**src/rtl/flow_pkg.sv**
```systemverilog
package flow_pkg;
    localparam int WORD_W = 16;
    localparam int FLAG_W = 3;

    typedef enum logic [2:0] {
        OPC_JUMP     = 3'd0,
        OPC_BRANCH   = 3'd1,
        OPC_CALL_ABS = 3'd2,
        OPC_CALL_REL = 3'd3,
        OPC_RETURN   = 3'd4,
        OPC_PUSH     = 3'd5,
        OPC_POP      = 3'd6,
        OPC_RSVD     = 3'd7
    } op_class_t;

    typedef enum logic [2:0] {
        S_IDLE,
        S_DECIDE,
        S_WRITE,
        S_READ,
        S_CAPTURE,
        S_FINISH
    } seq_state_t;
endpackage

```
**src/rtl/flow_cond.sv**
```systemverilog
module flow_cond #(
    parameter int FLAG_W = 3
) (
    input  logic [FLAG_W-1:0] flags,
    input  logic [FLAG_W-1:0] care_mask,
    input  logic [FLAG_W-1:0] want_flags,
    output logic              pass
);
    logic [FLAG_W-1:0] bit_ok;

    for (genvar g = 0; g < FLAG_W; g++) begin : g_bit
        assign bit_ok[g] = !care_mask[g] || (flags[g] == want_flags[g]);
    end

    assign pass = &bit_ok;
endmodule

```
**src/rtl/flow_target.sv**
```systemverilog
module flow_target #(
    parameter int WORD_W = 16
) (
    input  flow_pkg::op_class_t op,
    input  logic                pass,
    input  logic [WORD_W-1:0]   pc,
    input  logic [WORD_W-1:0]   imm,
    output logic [WORD_W-1:0]   next_pc
);
    import flow_pkg::*;

    always_comb begin
        unique case (op)
            OPC_JUMP:     next_pc = pass ? imm : pc;
            OPC_BRANCH:   next_pc = pass ? pc + imm : pc;
            OPC_CALL_ABS: next_pc = imm;
            OPC_CALL_REL: next_pc = pc + imm;
            default:      next_pc = pc;
        endcase
    end
endmodule

```
**src/rtl/flow_stack_seq.sv**
```systemverilog
module flow_stack_seq #(
    parameter int WORD_W  = flow_pkg::WORD_W,
    parameter int FLAG_W  = flow_pkg::FLAG_W,
    parameter int SP_STEP = 2
) (
    input  logic              clk,
    input  logic              rst_n,
    input  logic              start,
    input  logic [2:0]        op_class,
    input  logic [FLAG_W-1:0] care_mask,
    input  logic [FLAG_W-1:0] want_flags,
    input  logic [FLAG_W-1:0] flags,
    input  logic [WORD_W-1:0] pc_in,
    input  logic [WORD_W-1:0] imm,
    input  logic [WORD_W-1:0] sp_in,
    input  logic [WORD_W-1:0] src_data,
    input  logic [WORD_W-1:0] mem_rdata,
    output logic              busy,
    output logic              mem_req,
    output logic              mem_we,
    output logic [WORD_W-1:0] mem_addr,
    output logic [WORD_W-1:0] mem_wdata,
    output logic [WORD_W-1:0] pc_out,
    output logic [WORD_W-1:0] sp_out,
    output logic              sp_we,
    output logic [WORD_W-1:0] dst_data,
    output logic              dst_we,
    output logic              done
);
    import flow_pkg::*;

    localparam logic [WORD_W-1:0] STEP = WORD_W'(SP_STEP);

    seq_state_t state_q, state_d;

    op_class_t         op_q;
    logic [FLAG_W-1:0] care_q, want_q, flags_q;
    logic [WORD_W-1:0] pc_q, imm_q, sp_q, src_q;
    logic [WORD_W-1:0] pc_res, sp_res, dst_res;

    logic              cond_pass;
    logic [WORD_W-1:0] target_pc;
    logic              is_call, is_write, is_read;

    assign is_call  = (op_q == OPC_CALL_ABS) || (op_q == OPC_CALL_REL);
    assign is_write = is_call || (op_q == OPC_PUSH);
    assign is_read  = (op_q == OPC_RETURN) || (op_q == OPC_POP);

    flow_cond #(.FLAG_W(FLAG_W)) i_cond (
        .flags      (flags_q),
        .care_mask  (care_q),
        .want_flags (want_q),
        .pass       (cond_pass)
    );

    flow_target #(.WORD_W(WORD_W)) i_target (
        .op      (op_q),
        .pass    (cond_pass),
        .pc      (pc_q),
        .imm     (imm_q),
        .next_pc (target_pc)
    );

    // State register
    always_ff @(posedge clk) begin
        if (!rst_n) state_q <= S_IDLE;
        else        state_q <= state_d;
    end

    // Transitions
    always_comb begin
        state_d = state_q;
        unique case (state_q)
            S_IDLE:    if (start) state_d = S_DECIDE;
            S_DECIDE:  state_d = is_write ? S_WRITE : (is_read ? S_READ : S_FINISH);
            S_WRITE:   state_d = S_FINISH;
            S_READ:    state_d = S_CAPTURE;
            S_CAPTURE: state_d = S_FINISH;
            S_FINISH:  state_d = S_IDLE;
            default:   state_d = S_IDLE;
        endcase
    end

    // Operand latch and result registers
    always_ff @(posedge clk) begin
        if (!rst_n) begin
            op_q    <= OPC_JUMP;
            care_q  <= '0;
            want_q  <= '0;
            flags_q <= '0;
            pc_q    <= '0;
            imm_q   <= '0;
            sp_q    <= '0;
            src_q   <= '0;
            pc_res  <= '0;
            sp_res  <= '0;
            dst_res <= '0;
        end else begin
            unique case (state_q)
                S_IDLE: if (start) begin
                    op_q    <= op_class_t'(op_class);
                    care_q  <= care_mask;
                    want_q  <= want_flags;
                    flags_q <= flags;
                    pc_q    <= pc_in;
                    imm_q   <= imm;
                    sp_q    <= sp_in;
                    src_q   <= src_data;
                end
                S_DECIDE: begin
                    pc_res <= target_pc;
                    if (is_write)     sp_res <= sp_q - STEP;
                    else if (is_read) sp_res <= sp_q + STEP;
                    else              sp_res <= sp_q;
                end
                S_CAPTURE: begin
                    if (op_q == OPC_RETURN) pc_res  <= mem_rdata;
                    else                    dst_res <= mem_rdata;
                end
                default: ;
            endcase
        end
    end

    // Outputs
    always_comb begin
        busy      = (state_q != S_IDLE);
        mem_req   = (state_q == S_WRITE) || (state_q == S_READ);
        mem_we    = (state_q == S_WRITE);
        mem_addr  = (state_q == S_WRITE) ? sp_res : sp_q;
        mem_wdata = is_call ? pc_q : src_q;
        done      = (state_q == S_FINISH);
        sp_we     = done && (is_write || is_read);
        dst_we    = done && (op_q == OPC_POP);
        pc_out    = pc_res;
        sp_out    = sp_res;
        dst_data  = dst_res;
    end

    AST_DONE_PULSE: assert property (@(posedge clk) disable iff (!rst_n)
        done |=> !done);
    AST_LATCH_HELD: assert property (@(posedge clk) disable iff (!rst_n)
        (busy && !done) |=> $stable(sp_q) && $stable(pc_q));
    AST_WRITE_ADDR: assert property (@(posedge clk) disable iff (!rst_n)
        (mem_req && mem_we) |-> mem_addr == sp_q - STEP);
    AST_READ_ADDR: assert property (@(posedge clk) disable iff (!rst_n)
        (mem_req && !mem_we) |-> mem_addr == sp_q);
    AST_SP_STEP: assert property (@(posedge clk) disable iff (!rst_n)
        sp_we |-> (sp_out == sp_q - STEP) || (sp_out == sp_q + STEP));
    AST_POP_GROW: assert property (@(posedge clk) disable iff (!rst_n)
        dst_we |-> sp_out == sp_q + STEP);
    AST_JUMP_TAKEN: assert property (@(posedge clk) disable iff (!rst_n)
        (done && op_q == OPC_JUMP && cond_pass) |-> pc_out == imm_q);
    AST_FLOW_NO_MEM: assert property (@(posedge clk) disable iff (!rst_n)
        (busy && (op_q == OPC_JUMP || op_q == OPC_BRANCH)) |-> !mem_req);
endmodule

```
**config.mk**
```make
export PLATFORM = sky130hd
export DESIGN_NAME = flow_stack_seq
export DESIGN_NICKNAME = d
export VERILOG_FILES = /design/src/rtl/flow_pkg.sv /design/src/rtl/flow_cond.sv /design/src/rtl/flow_target.sv /design/src/rtl/flow_stack_seq.sv
export SDC_FILE = /design/constraint.sdc
export NUM_CORES = 1
export LEC_CHECK = 0
export ABC_CLOCK_PERIOD_IN_PS = 3190
export BUFFER_PORTS_ARGS = -buffer_cell sky130_fd_sc_hd__buf_2
export CAP_MARGIN = 10
export CORE_MARGIN = 1.5
export CORE_UTILIZATION = 30
export DETAILED_ROUTE_END_ITERATION = 7
export GPL_ROUTABILITY_DRIVEN = 0
export GPL_TIMING_DRIVEN = 0
export PLACE_DENSITY = 0.61
export SETUP_SLACK_MARGIN = 0.5
export SLEW_MARGIN = 20
export SYNTH_ARGS = -nofsm -noshare
export SYNTH_HDL_FRONTEND = slang
export SYNTH_SLANG_ARGS = --single-unit
```
**constraint.sdc**
```tcl
create_clock -name clk -period 3.19 [get_ports clk]
set_input_delay 0.4785 -clock clk [delete_from_list [all_inputs] [get_ports clk]]
set_output_delay 0.4785 -clock clk [all_outputs]
set_load 0.01 [all_outputs]
```
==> impl_metrics.yaml <==
run_status:
  outcome: "finished, final reports clean"
global_routing:
  grt_max_degree: 17
  grt_pass1_vias: 6656
  grt_overflow_total: 0
  gr-usage-all-layers: 0.201
  grt_pass1_wl_um: 37200
  antenna_found_initial: 5
run:
  drv_cap: 0
floorplan:
  core_area_mm2: 0.0227
  die_w_um: 155
  io_pins: 181
  die_height_um: 155
  rows: 55
  initial_core_util: 0.307
  dieArea_mm2: 0.0241
synth:
  postSynth.asyncResetShare: 0
  synth_fa_ha_area_frac: 0.0334
  synth_ff_type: "dfxtp_1"
  synth_top_family_by_area: "compound AO/OA/AOI/OAI gates"
  synthCells: 913
  avgSynthCellArea_um2: 7.63
  synth_nets: 1026
  ys_ff_latch: 127
  yosysUniqueCellTypes: 66
  synth_edf_count: 0
  synth_mux_area_frac: 0.0296
  synth_xor_area_frac: 0.0264
  yosysWarnings: 0
  synth_area_mm2: 0.00697
  synthSimpleGateAreaFrac: 0.250
  synth-compound-area-share: 0.252
  ys_seq_area_frac: 0.365
setup_path:
  cp-start-kind: "register"
  rr_worst_depth: 6
  r2r_start: "sp_q[8]"
  crit_arrival_ns: 2.07
  crit_fanout: 10
  crit_type: "register to output port"
  critPathRequiredTime_ns: 2.71
  cp-end-kind: "output port"
  reg2reg_slack_ns: 0.65
  rr_endpoint: "sp_out[15]"
timing:
  final.setup.tns_ns: 0
  fin_worst_skew_ns: 0.0125
  maxSlewViolCount: 0
  setup-violations-final: 0
  period_share: 0.800
  hold_viol: 0
  rsz0062_at_grt: "no"
  clock.fmax_mhz: 392
  tightest_slew_ns: 0.738
  hold_slack_ns: 0.293
  slew_headroom: 0.508
  finalCriticalPeriod_ns: 2.55
placement:
  port_buffers: 179
  hpwl_um: 19100
hold_path:
  hold_start: "pc_in[8]"
  holdPathStages: 3
  worst_hold_path.endpoint: "pc_q[8]"
  hold_path.class: "input pin to register"
power_and_ir_drop:
  p_leak_nw: 3.78
  power_mw: 5.63
  ir_worst_vdd_mv: 0.369
  p_per_area_mw_per_mm2: 635
final_layout:
  drive_gt1_frac: 0.226
  syn2layout_area_growth_pct: 27.2
  nets: 1224
  nFillCells: 2460
clock_tree:
  cts_tree: "done"
  ctsRootBufferMaster: "clkbuf_16"
  cts.sinks: 127
  clock_latency_ns: 0.43
  ctsHtreeMaxLevel: 4
  numCtsBuffers: 17
  path_clk_slew_ns: 0.07
  clockBufferDepth: 2
routing:
  drc_errors: 0
  drt_iter0_drc: 468
  first_pass_iters: 7
  routed_wl_um: 24400
  drtAntennaViolNets: 0
  wl_per_cell_um: 17.3
  vias: 7232
  avgViaCountPerCell: 5.12
## layer usage
layer / vias to the layer above / wire [um] / track usage
met5: - / 11 / 0
met4: 2 / 410 / 0.0590
met3: 27 / 1810 / 0.0479
met2: 293 / 10600 / 0.305
met1: 3303 / 11600 / 0.281
li1: 3607 / - / -
## cell families after synthesis
logic type / after synthesis
multiplexers: 19
XOR/XNOR: 21
buffers and inverters: 79
AO/OA/AOI/OAI: 253
flip-flops: 127
AND/OR/NAND/NOR: 396
adder cells (fa/ha/maj): 18
## synth_stat cells, types with 11 or more instances
master,instances,share of area
ha_1,17,0.031
nor2_1,24,0.013
nor3_1,13,0.0093
a21oi_1,37,0.027
clkbuf_1,56,0.030
xnor2_1,14,0.018
a21boi_0,98,0.11
o21ai_0,36,0.026
dfxtp_1,127,0.36
inv_1,14,0.0075
nand3_1,27,0.019
nor2b_1,11,0.0099
nand2_1,267,0.14
mux2_2,13,0.021
## cells in the final DEF, fill, tap and decap left out, drive strengths merged, types with 7 or more instances in the layout
cell	instances
a21o	9
clkbuf	73
buf	187
a31oi	8
or3	7
nand2	267
mux2	13
nor3	13
o21ai	36
nor2	24
nand4	7
a211oi	10
xnor2	14
inv	20
nor2b	11
ha	17
and2	7
a21boi	98
nand3	27
a21oi	37
xor2	7
dfxtp	127
## flip-flops by register name, summed over array words and instances, names as in the netlist
name / count
flags_q: 3
sp_out: 16
op_q: 3
care_q: 3
want_q: 3
state_q: 3
sp_q: 16
pc_out: 16
pc_q: 16
src_q: 16
imm_q: 16
dst_data: 16
## through the flow
stage | utilization | instances | instance area (um^2) | setup slack (ns)
global placement | 0.362 | 1377 | 8220 | 0.139
floorplan | - | 913 | 6970 | 0.814
CTS | 0.388 | 1408 | 8800 | 0.484
detailed placement | 0.362 | 1377 | 8220 | 0.195
global route | 0.390 | 1409 | 8850 | 0.503
finish | 0.390 | 1412 | 8860 | 0.640
## worst max-delay path: stages (launching register included)
cell      delay, ns
dfxtp_1        0.41
clkbuf_2       0.23
nor3b_2        0.25
clkbuf_2       0.26
mux2_2         0.36
buf_2          0.14
## layout make-up
class | instances | area [um^2] | share of cell area
antenna | 4 | 10.0 | 0.00113
clock buffer | 17 | 425 | 0.0480
tap | 285 | 357 | 0.0402
multi-input combinational | 707 | 4180 | 0.472
timing repair buffer | 179 | 896 | 0.101
buffer | 64 | 260 | 0.0294
clock inverter | 14 | 131 | 0.0148
inverter | 15 | 56.3 | 0.00636
sequential | 127 | 2540 | 0.287
## repair_timing
item,CTS,global route
buffers inserted,0,0
hold buffers,0,0
setup endpoints to repair,57,74
gates resized for setup,9,24
## where the power goes
| group | switching, mW | internal [mW] |
|---|---|---|
| Clock | 0.788 | 1.08 |
| Combinational | 1.11 | 0.643 |
| Sequential | 0.202 | 1.81 |
## worst max-delay path by stage
stage                          start           end  slack (ns)  cells past startpoint
final                     state_q[1]  mem_addr[13]        0.64                      5
after global placement       op_q[1]     pc_out[3]        0.14                      7
after CTS                    op_q[1]     pc_out[3]        0.48                      7
after detailed placement     op_q[1]     pc_out[3]        0.19                      7
after global routing         op_q[1]  mem_wdata[9]        0.50                      7
after floorplan              sp_q[8]    sp_out[15]        0.81                      6
No activity file was read; power rests on OpenSTA's default activity.
